## src/rtl/wdog_pkg.sv

```systemverilog
package wdog_pkg;
  localparam int CTRL_W      = 8;
  localparam int EN_BIT      = 7;
  localparam int RESTART_BIT = 2;
  localparam int COARSE_W    = 2;
  localparam logic [CTRL_W-1:0] CTRL_RESET = 8'h80;

  function automatic bit is_valid_timeout(input longint unsigned t);
    return (t >= 8) && ((t & (t - 1)) == 0);
  endfunction
endpackage

```

## src/rtl/wdog_ctrl_reg.sv

```systemverilog
module wdog_ctrl_reg
  import wdog_pkg::*;
(
  input  logic              clk,
  input  logic              rst,
  input  logic              sel,
  input  logic              wr,
  input  logic              rd,
  input  logic [CTRL_W-1:0] wdata,
  output logic [CTRL_W-1:0] rdata,
  output logic              enable,
  output logic              restart
);
  logic [CTRL_W-1:0] store_q;
  logic [CTRL_W-1:0] view;
  logic              wr_hit;

  assign wr_hit = sel && wr;

  genvar gi;
  generate
    for (gi = 0; gi < CTRL_W; gi++) begin : g_bit
      if (gi == RESTART_BIT) begin : g_cmd
        assign store_q[gi] = 1'b0;
        assign view[gi]    = 1'b0;
      end else begin : g_store
        always_ff @(posedge clk) begin
          if (rst)         store_q[gi] <= CTRL_RESET[gi];
          else if (wr_hit) store_q[gi] <= wdata[gi];
        end
        assign view[gi] = store_q[gi];
      end
    end
  endgenerate

  always_ff @(posedge clk) begin
    if (rst)            rdata <= '0;
    else if (sel && rd) rdata <= view;
    else                rdata <= '0;
  end

  assign enable  = store_q[EN_BIT];
  assign restart = wr_hit && wdata[RESTART_BIT];

  a_r2_enable_follows_write: assert property (@(posedge clk) disable iff (rst)
    wr_hit |=> (enable == $past(wdata[EN_BIT])));
  a_r11_no_select_no_change: assert property (@(posedge clk) disable iff (rst)
    !wr_hit |=> $stable(store_q));
endmodule

```

## src/rtl/wdog_prescaler.sv

```systemverilog
module wdog_prescaler #(
  parameter int QUARTER = 32768
) (
  input  logic clk,
  input  logic rst,
  input  logic tick,
  input  logic enable,
  output logic carry
);
  localparam int PW = (QUARTER > 1) ? $clog2(QUARTER) : 1;
  localparam logic [PW-1:0] LAST = PW'(QUARTER - 1);

  logic [PW-1:0] cnt_q;
  logic          step;

  assign step  = tick && enable;
  assign carry = step && (cnt_q == LAST);

  always_ff @(posedge clk) begin
    if (rst)            cnt_q <= '0;
    else if (step) begin
      if (cnt_q == LAST) cnt_q <= '0;
      else               cnt_q <= cnt_q + 1'b1;
    end
  end

  a_r9_prescaler_holds: assert property (@(posedge clk) disable iff (rst)
    !enable |=> $stable(cnt_q));
endmodule

```

## src/rtl/wdog_coarse.sv

```systemverilog
module wdog_coarse
  import wdog_pkg::*;
(
  input  logic clk,
  input  logic rst,
  input  logic carry,
  input  logic restart,
  input  logic enable,
  output logic nmi
);
  logic [COARSE_W-1:0] crs_q;

  always_ff @(posedge clk) begin
    if (rst) begin
      crs_q <= '0;
      nmi   <= 1'b0;
    end else begin
      nmi <= 1'b0;
      if (restart) begin
        crs_q <= '0;
      end else if (carry) begin
        crs_q <= crs_q + 1'b1;
        if (crs_q == '1) nmi <= 1'b1;
      end
    end
  end

  a_r7_restart_clears: assert property (@(posedge clk) disable iff (rst)
    restart |=> (crs_q == '0));
  a_r10_restart_wins: assert property (@(posedge clk) disable iff (rst)
    restart |=> !nmi);
  a_r6_single_pulse: assert property (@(posedge clk) disable iff (rst)
    nmi |=> !nmi);
  a_r9_coarse_holds: assert property (@(posedge clk) disable iff (rst)
    (!enable && !restart) |=> ($stable(crs_q) && !nmi));
endmodule

```

## src/rtl/wdog_unit.sv

```systemverilog
module wdog_unit
  import wdog_pkg::*;
#(
  parameter longint unsigned TIMEOUT_TICKS = 131072
) (
  input  logic       clk,
  input  logic       rst,
  input  logic       tick,
  input  logic       bus_sel,
  input  logic       bus_wr,
  input  logic       bus_rd,
  input  logic [7:0] bus_wdata,
  output logic [7:0] bus_rdata,
  output logic       nmi_pulse
);
  localparam int QUARTER = int'(TIMEOUT_TICKS / 4);

  generate
    if (!is_valid_timeout(TIMEOUT_TICKS)) begin : g_bad_param
      $error("TIMEOUT_TICKS must be a power of two and at least 8");
    end
  endgenerate

  logic enable;
  logic restart;
  logic carry;

  wdog_ctrl_reg u_reg (
    .clk    (clk),
    .rst    (rst),
    .sel    (bus_sel),
    .wr     (bus_wr),
    .rd     (bus_rd),
    .wdata  (bus_wdata),
    .rdata  (bus_rdata),
    .enable (enable),
    .restart(restart)
  );

  wdog_prescaler #(.QUARTER(QUARTER)) u_pre (
    .clk   (clk),
    .rst   (rst),
    .tick  (tick),
    .enable(enable),
    .carry (carry)
  );

  wdog_coarse u_crs (
    .clk    (clk),
    .rst    (rst),
    .carry  (carry),
    .restart(restart),
    .enable (enable),
    .nmi    (nmi_pulse)
  );

  a_r5_nmi_needs_tick: assert property (@(posedge clk) disable iff (rst)
    $rose(nmi_pulse) |-> $past(tick && enable));
endmodule

```

## config.mk

```make
export PLATFORM = sky130hd
export DESIGN_NAME = wdog_unit
export DESIGN_NICKNAME = d
export VERILOG_FILES = /design/src/rtl/wdog_pkg.sv /design/src/rtl/wdog_ctrl_reg.sv /design/src/rtl/wdog_prescaler.sv /design/src/rtl/wdog_coarse.sv /design/src/rtl/wdog_unit.sv
export SDC_FILE = /design/constraint.sdc
export NUM_CORES = 1
export LEC_CHECK = 0
export ABC_AREA = 1
export BUFFER_PORTS_ARGS = -buffer_cell sky130_fd_sc_hd__buf_2
export CAP_MARGIN = 10
export CORE_MARGIN = 1.5
export CORE_UTILIZATION = 57
export CTS_BUF_LIST = sky130_fd_sc_hd__clkbuf_8
export DETAILED_ROUTE_END_ITERATION = 8
export PLACE_DENSITY = 0.8
export SLEW_MARGIN = 20
export SYNTH_ARGS = -nofsm -noshare
export SYNTH_HDL_FRONTEND = slang
export SYNTH_HIERARCHICAL = 1
export SYNTH_SLANG_ARGS = --single-unit
```

## constraint.sdc

```tcl
create_clock -name clk -period 1.6 [get_ports clk]
set_input_delay 0.08 -clock clk [delete_from_list [all_inputs] [get_ports clk]]
set_output_delay 0.08 -clock clk [all_outputs]
set_load 0.01 [all_outputs]
```

# Word-level counts from Yosys, hierarchy flattened
# Cells that the tools add are included.
[totals]
word_cells = 28
regBits = 33
inputBits = 14
output_inout_bits = 9
[op_classes]
n_mux = 2
add_sub_neg = 2
bitwise = 2
reduce_logical = 8
n_eq_ne = 2
[op_table]
columns = ["cell", "count"]
rows = [
  ["$add A15 B1 Y15 const B", 1],
  ["$eq A15 B15 Y1 const B", 1],
  ["$mux W15", 1],
  ["$logic_and A1 B1 Y1", 5],
  ["$reduce_or A2 Y1", 2],
  ["$reduce_or A3 Y1", 1],
  ["$add A2 B1 Y2 const B", 1],
  ["$eq A2 B2 Y1 const B", 1],
  ["$not A1 Y1", 2],
  ["$mux W1", 1],
]

# Logic depth before layout (Yosys ltp)
# Gate-level depths: netlist of run 1.
[depth]
ltp_word = 4
mapped_depth = 9
depth_no_buf = 9

# Hierarchy
# The synthesis of run 1 kept the hierarchy.
[modules_own_cells]
columns = ["mod", "area_per_inst_um2", "n_inst", "seq_area_each_um2", "cells_each"]
rows = [
  ["wdog_prescaler", 812.0, 1, 300.3, 120],
  ["wdog_ctrl_reg", 481.7, 1, 280.3, 63],
  ["wdog_coarse", 128.9, 1, 60.1, 16],
]

# Least setup slack after synthesis of run 1
# Ideal clock, no wire load.
[synth_timing]
path_type = "reg-to-reg"
from = "reg u_pre.cnt_q[0]"
to = "reg u_crs.crs_q[1]"
setup_ns = 0.114
setup_slack_ns = 0.233
arrival_time_ns = 1.253
n_path_buf = 0
stages_incl_launch_ff = 9
required_time_ns = 1.486
period_less_slack_ns = 1.367
cell_sequence = "dfxtp_1 ha_1 nand3_2 nor2_4 nand2_4 nor2_1 nand2_1 nand2_1 nor2_2"
[synth_via]
elab_chain_len = 2
[synth_lines]
columns = ["item", "line_no", "text"]
rows = [
  ["start, declared", "wdog_prescaler.sv:13", "logic [PW-1:0] cnt_q;"],
  ["start signal, assigned", "wdog_prescaler.sv:23", "else cnt_q <= cnt_q + 1'b1;"],
  ["$eq A15 B15 Y1", "wdog_prescaler.sv:17", "assign carry = step && (cnt_q == LAST);"],
  ["$logic_and A1 B1 Y1", "wdog_prescaler.sv:17", ""],
  ["via carry", "wdog_unit.sv:26", "logic carry;"],
  ["end signal, assigned", "wdog_coarse.sv:22", "crs_q <= crs_q + 1'b1;"],
  ["end, declared", "wdog_coarse.sv:11", "logic [COARSE_W-1:0] crs_q;"],
]
# The timed path passes the listed nets, and every way through them passes these cells.
# A chain may end at the register's enable or synchronous reset.

# Final worst setup path of run 1
# Same ends and word-level chain as after synthesis.

==> results of run 1 <==
[state kept, by name (all words and copies together) (netlist names)]
| register | cells |
|---|---|
| u_reg/store_q | 6 |
| u_pre/cnt_q | 15 |
| u_reg/enable | 1 |
| u_crs/nmi | 1 |
| u_crs/crs_q | 2 |
| u_reg/rdata | 7 |
[cell type report]
class,count,area [µm²],share of cell area
Timing Repair Buffer,21,105,0.0647
Inverter,29,109,0.0670
Sequential cell,32,641,0.394
Clock buffer,5,68.8,0.0424
Multi-Input combinational cell,136,657,0.404
Tap cell,28,35.0,0.0216
Clock inverter,2,8.76,0.00539
[through the flow]
step,utilization,setup WS [ns],power (W)
finish,0.714,0.140,0.00147
floorplan,-,0.233,0.000909
detailed placement,0.678,0.0743,0.000943
global route,0.714,0.0225,0.00155
CTS,0.712,0.0619,0.00149
global placement,0.678,0.166,0.000937
[cells in the mapped netlist]
cell / count
a21oi_1: 3
a31o_2: 1
a31oi_1: 1
buf_4: 1
buf_6: 1
conb_1: 1
dfxtp_1: 32
ha_1: 2
inv_1: 29
nand2_1: 45
nand2_2: 2
nand2_4: 1
nand3_1: 14
nand3_2: 1
nand4_1: 4
nor2_1: 45
nor2_2: 6
nor2_4: 1
nor3_2: 1
o21ai_0: 2
o21ai_4: 1
xnor2_1: 2
xor2_1: 3
[power breakdown]
part	switching [W]	leakage (nW)	total [W]	internal [W]
clock network	0.000259	0.0452	0.000548	0.000288
logic	0.0000623	0.488	0.0000990	0.0000366
registers	0.00000992	0.260	0.000827	0.000817
[kinds of logic (layout without fill, tap and decap cells)]
logic type / after synthesis / in the layout
adders and majority gates: 2 / 2
buffers and inverters: 31 / 57
and+or+nand+nor: 120 / 120
other: 1 / 1
xor gates and xnor gates: 5 / 5
DFF: 32 / 32
AOI/OAI and AO/OA: 8 / 8
[critical path, delay by kind of cell (launching register included)]
kind	cells	cell delay, ns
simple gates	7	0.78
fa+ha+maj	1	0.20
flops	1	0.37
[worst max path at each step]
stage	startpoint	cells past startpoint	to
after detailed placement	u_pre/cnt_q[0]	8	u_crs/crs_q[1]
after global placement	u_pre/cnt_q[0]	8	u_crs/crs_q[1]
final	u_pre/cnt_q[0]	8	u_crs/crs_q[1]
after CTS	u_pre/cnt_q[0]	8	u_crs/crs_q[1]
after floorplan	u_pre/cnt_q[0]	8	u_crs/crs_q[1]
after global routing	u_pre/cnt_q[0]	8	u_crs/crs_q[0]
[layer usage]
metal / GRT usage / routed length (µm)
met3: 0.0932 / 182
met5: 0 / 0
met2: 0.394 / 1340
met4: 0.0684 / 0
met1: 0.288 / 1180
==> results.sh, run 1 <==
export IMPL_outcome="complete, no violations"
export IMPL_synth_distinct_cells=23
export IMPL_cts_root_buffer_cell="clkbuf_8"
export IMPL_critPathMaxStageDelay_ns=0.37
export IMPL_crit_chain="ha_1 -> nand3_2 -> nor2_4 -> nand2_4 -> nor2_2 -> nand2_1 -> nand2_1 -> nor2_2"
export IMPL_reg2regPathDepth=8
export IMPL_synthTopCellsByArea="dfxtp_1 45%, nand2_1 12%, nor2_1 12%"
export IMPL_critPathKind="flip-flop to flip-flop"
export IMPL_coreArea_um2=2280
export IMPL_cts_made_buffers=5
export IMPL_ys_seq_elements=32
export IMPL_slew_violations=0
export IMPL_port_buffers=21
export IMPL_hold_buffers=0
export IMPL_drc=0
export IMPL_whs_ns=0.0281
export IMPL_die_x_um=53.0
export IMPL_ir_drop_v=0.000845
export IMPL_final_cells=253
export IMPL_postRouteWirelength_um=2700
export IMPL_crit_required_ns=1.77
export IMPL_synth_compound_area_share=0.0396
export IMPL_rsz0062_at_grt="false"
export IMPL_postSynthAreaPerCell_um2=7.15
export IMPL_min_from="bus_wdata[3]"
export IMPL_path_clk_slew_ns=0.06
export IMPL_cts_max_level=2
export IMPL_rr_endpoint="u_crs/crs_q[1]"
export IMPL_antenna_left=0
export IMPL_netlist_instances=199
export IMPL_final_cell_mix="45 x nand2_1, 44 x nor2_1, 32 x dfxtp_1, 30 x inv_1, 21 x buf_2"
export IMPL_dp_hpwl_um=2010
export IMPL_clk_latency_ns=0.27
export IMPL_hold_path_class="primary input to flip-flop"
export IMPL_cts_buffer_depth=2
export IMPL_powerDensity_nw_per_um2=907
export IMPL_holdPathEnd="u_reg/store_q[3]"
export IMPL_synth_largest_area_cell="dfxtp_1"
export IMPL_reg2reg_slack_ns=0.14
export IMPL_routedWlPerCell_um=10.7
export IMPL_max_freq_mhz=685
export IMPL_num_rows=17
export IMPL_pin_count=23
export IMPL_setup_worst_path_end_class="flip-flop"
export IMPL_grt_pass1_vias=1153
export IMPL_dp_cells=246
export IMPL_diodes=0
export IMPL_nets=241
export IMPL_p_leak_nw=0.793
export IMPL_cp_max_fo=5
export IMPL_route_vias_total=1237
export IMPL_finalSetupViolations=0
export IMPL_synthXorXnorAreaFrac=0.0308
export IMPL_start_kind="flip-flop"
export IMPL_initial_utilization=0.625
export IMPL_synthToLayoutAreaGrowth_pct=14.2
export IMPL_synth_fp_nets=215
export IMPL_grt_overflow_total=0
export IMPL_track_usage=0.239
export IMPL_final_area_um2=1620
export IMPL_synth_top_area_share=0.450
export IMPL_clock_sinks=32
export IMPL_muxShareOfSynthArea=0
export IMPL_hold_violations=0
export IMPL_postCtsResizedCells=0
export IMPL_reg2reg_from="u_pre/cnt_q[0]"
export IMPL_fin_crit_sh=0.912
export IMPL_maxCapViolCount=0
export IMPL_drtPass1Iterations=4
export IMPL_yosys_warnings=6
export IMPL_place_area_um2=1540
export IMPL_grt_pass1_wl_um=4810
export IMPL_drive_gt1_frac=0.187
export IMPL_die_y_um=53.0
export IMPL_syn_area_um2=1420
export IMPL_hold_depth=3
export IMPL_slowest_stage="dfxtp_1"
export IMPL_cts_tree="built"
export IMPL_fin_crit_ns=1.46
export IMPL_arrival_ns=1.63
export IMPL_grt_max_degree=15
export IMPL_synth_top_family_by_area="simple AND/OR/NAND/NOR gates"
export IMPL_yosys_area_share_simple=0.369
export IMPL_drtIter0Drc=40
export IMPL_place_congestion=0.930
export IMPL_skew_ns=0.00678
export IMPL_nFillCells=186
export IMPL_antenna_found_initial=0
export IMPL_synth_yosys_seq_area_share=0.450
export IMPL_final_common_cell="nand2_1"
export IMPL_viasPerCell=4.89
export IMPL_setup_tns_ns=0
export IMPL_synthAdderAreaFrac=0.0176
export IMPL_die_area_um2=2800
export IMPL_post_cts_buffers=0
Note: power is estimated with default switching activity, not from simulation.
==> run 2: changes to the inputs <==
--- a/config.mk
+++ b/config.mk
@@ -12,9 +12,8 @@
 export CORE_UTILIZATION = 57
 export CTS_BUF_LIST = sky130_fd_sc_hd__clkbuf_8
 export DETAILED_ROUTE_END_ITERATION = 8
-export PLACE_DENSITY = 0.8
+export PLACE_DENSITY = 0.81
 export SLEW_MARGIN = 20
 export SYNTH_ARGS = -nofsm -noshare
 export SYNTH_HDL_FRONTEND = slang
-export SYNTH_HIERARCHICAL = 1
 export SYNTH_SLANG_ARGS = --single-unit
==> run 2 against run 1 <==
Utilization down 0.66 points. Total power grew 4.4%. Fmax grew 2.0%. Critical path depth shrank 1. Global-route usage grew 0.28 points. Clock power is 14% higher. Clock-buffer cell count is 1 higher. Worst setup slack gained 0.029 ns. Die area fell by 3.7%. Synthesized area is 4.0% lower. Critical endpoint is now u_crs.crs_q[0]. Largest power group unchanged.
==> results.sh, run 2 <==
export IMPL_synthArstFlopShare=0
export IMPL_path_clk_slew_ns=0.07
export IMPL_powerDensity_nw_per_um2=974
export IMPL_nets=222
export IMPL_top_register="u_pre.cnt_q"
export IMPL_reg2reg_from="u_pre.cnt_q[0]"
export IMPL_postSynthAreaPerCell_um2=7.51
export IMPL_fin_crit_sh=0.894
export IMPL_synth_fp_nets=198
export IMPL_multi_input_area_um2=622
export IMPL_clk_latency_ns=0.28
export IMPL_synth_largest_area_cell="dfxtp_1"
export IMPL_nFillCells=191
export IMPL_outcome="complete, no violations"
export IMPL_drive_gt1_frac=0.193
export IMPL_die_area_um2=2700
export IMPL_clock_sinks=32
export IMPL_die_y_um=52.0
export IMPL_maxCapViolCount=0
export IMPL_cts_tree="built"
export IMPL_synthFlopType="dfxtp_1"
export IMPL_cp_max_fo=3
export IMPL_drc=0
export IMPL_max_freq_mhz=699
export IMPL_whs_ns=0.0240
export IMPL_postCtsResizedCells=0
export IMPL_grt_pass1_wl_um=4620
export IMPL_synth_common_cells="35 x nand2_1, 32 x dfxtp_1, 32 x nor2_1"
export IMPL_hold_path_class="primary input to flip-flop"
export IMPL_coreArea_um2=2230
export IMPL_seqCellArea_um2=641
export IMPL_fin_crit_ns=1.43
export IMPL_postRouteWirelength_um=2720
export IMPL_cts_made_buffers=5
export IMPL_setup_tns_ns=0
export IMPL_yosys_warnings=0
export IMPL_skew_ns=0.00852
export IMPL_final_cell_mix="35 x nand2_1, 32 x nor2_1, 32 x dfxtp_1, 23 x inv_1, 21 x buf_2"
export IMPL_viasPerCell=5.01
export IMPL_num_rows=17
export IMPL_drtPass1Iterations=4
export IMPL_antenna_left=0
export IMPL_die_x_um=52.0
export IMPL_hold_violations=0
export IMPL_reg_top3="u_pre.cnt_q: 15 flops, u_reg.rdata: 7 flops, u_reg.store_q: 6 flops"
export IMPL_synthToLayoutAreaGrowth_pct=15.6
export IMPL_drtIter0Drc=26
export IMPL_min_from="bus_wdata[7]"
export IMPL_reg2reg_slack_ns=0.17
export IMPL_largest_reg_flops=15
export IMPL_route_vias_total=1178
export IMPL_syn_area_um2=1370
export IMPL_cp_num_buf_inv=1
export IMPL_cp_top_family="simple AND/OR/NAND/NOR gates"
export IMPL_ys_seq_elements=32
export IMPL_antenna_found_initial=0
export IMPL_synth_distinct_cells=23
export IMPL_slowest_stage="dfxtp_1"
export IMPL_port_buffers=21
export IMPL_cts_max_level=2
export IMPL_ir_drop_v=0.000864
export IMPL_synth_yosys_seq_area_share=0.469
export IMPL_final_common_cell="nand2_1"
export IMPL_crit_required_ns=1.81
export IMPL_grt_max_degree=14
export IMPL_yosysMostFrequentCell="nand2_1"
export IMPL_critPathKind="flip-flop to flip-flop"
export IMPL_initial_utilization=0.612
export IMPL_pin_count=23
export IMPL_grt_pass1_vias=1113
export IMPL_hold_depth=3
export IMPL_netlist_instances=182
export IMPL_track_usage=0.242
export IMPL_hold_buffers=0
export IMPL_start_kind="flip-flop"
export IMPL_setup_worst_path_end_class="flip-flop"
export IMPL_finalSetupViolations=0
export IMPL_routedWlPerCell_um=11.6
export IMPL_arrival_ns=1.64
export IMPL_synthTopCellsByArea="dfxtp_1 47%, nand2_1 9.6%, nor2_1 8.8%"
export IMPL_crit_chain="ha_1 -> inv_1 -> nor2_2 -> nand2_4 -> nor2_4 -> nand3_1 -> a21oi_1"
export IMPL_rr_endpoint="u_crs.crs_q[0]"
export IMPL_holdPathEnd="u_reg.enable"
export IMPL_post_cts_buffers=0
export IMPL_diodes=0
export IMPL_cts_buffer_depth=2
export IMPL_cts_root_buffer_cell="clkbuf_8"
export IMPL_reg2regPathDepth=7
export IMPL_synth_top_area_share=0.469
export IMPL_dp_hpwl_um=1980
export IMPL_crit_start="u_pre.cnt_q[0]"
export IMPL_p_leak_nw=0.664
export IMPL_slew_violations=0
export IMPL_synth_edf_count=0
export IMPL_place_congestion=0.856
export IMPL_rsz0062_at_grt="false"
export IMPL_critPathMaxStageDelay_ns=0.37
export IMPL_grt_overflow_total=0
run 2: cell types whose count changed after synthesis, moves of 6 or more:
cell / previous run / this run
inv_1: 29 / 22
nand2_1: 45 / 35
o21ai_0: 2 / 8
nor2_1: 45 / 32
a21oi_1: 3 / 12
run 2: routing by layer:
layer	up-vias	GRT usage	share of wire	wire (µm)
met1	517	0.250	0.39	1060
met2	42	0.424	0.51	1400
met5	-	0	0	0
met4	0	0.140	0.031	84
met3	11	0.0776	0.063	171
li1	608	-	-	-
run 2: kinds of logic after synthesis:
kind of cell	after synthesis	synth area share
flip-flops	32	0.469
AO/OA/AOI/OAI	22	0.0843
XOR/XNOR	6	0.0385
adder cells (fa/ha/maj)	2	0.0183
buffers and inverters	26	0.0760
other	1	0.00274
AND/OR/NAND/NOR	93	0.311
run 2: worst register-to-register path: cells and delay by family (launching register included):
kind / cells / cell delay (ns)
AND/OR/NAND/NOR: 4 / 0.51
buffers and inverters: 1 / 0.07
AO/OA/AOI/OAI: 1 / 0.20
adder cells (fa/ha/maj): 1 / 0.20
flip-flops: 1 / 0.37
run 2: worst max-delay path by stage:
stage	cells after the start	slack (ns)	end
finish	7	0.17	u_crs.crs_q[0]
global route	7	0.08	u_crs.crs_q[1]
CTS	7	0.17	u_crs.crs_q[0]
detailed placement	8	0.24	u_pre.cnt_q[3]
global placement	8	0.32	u_pre.cnt_q[3]
floorplan	8	0.37	u_pre.cnt_q[3]
run 2: report_power, final:
part / internal [W] / switching (W) / total [W]
registers: 0.000816 / 0.00000821 / 0.000824
clock network: 0.000342 / 0.000283 / 0.000625
logic: 0.0000318 / 0.0000565 / 0.0000883
run 2: layout make-up:
class,instances,area share
sequential,32,0.406
multi-input combinational,124,0.394
timing repair buffer,21,0.0666
clock buffer,6,0.0523
inverter,22,0.0523
tap,28,0.0222
clock inverter,2,0.00713
run 2: per-stage QoR:
step / instances / util / area, µm² / total power [W] / setup slack (ns)
detailed placement: 227 / 0.665 / 1490 / 0.000928 / 0.240
CTS: 235 / 0.707 / 1580 / 0.00155 / 0.168
floorplan: 182 / - / 1370 / 0.000899 / 0.374
global placement: 227 / 0.665 / 1490 / 0.000922 / 0.320
global route: 235 / 0.707 / 1580 / 0.00161 / 0.0793
finish: 235 / 0.707 / 1580 / 0.00154 / 0.169
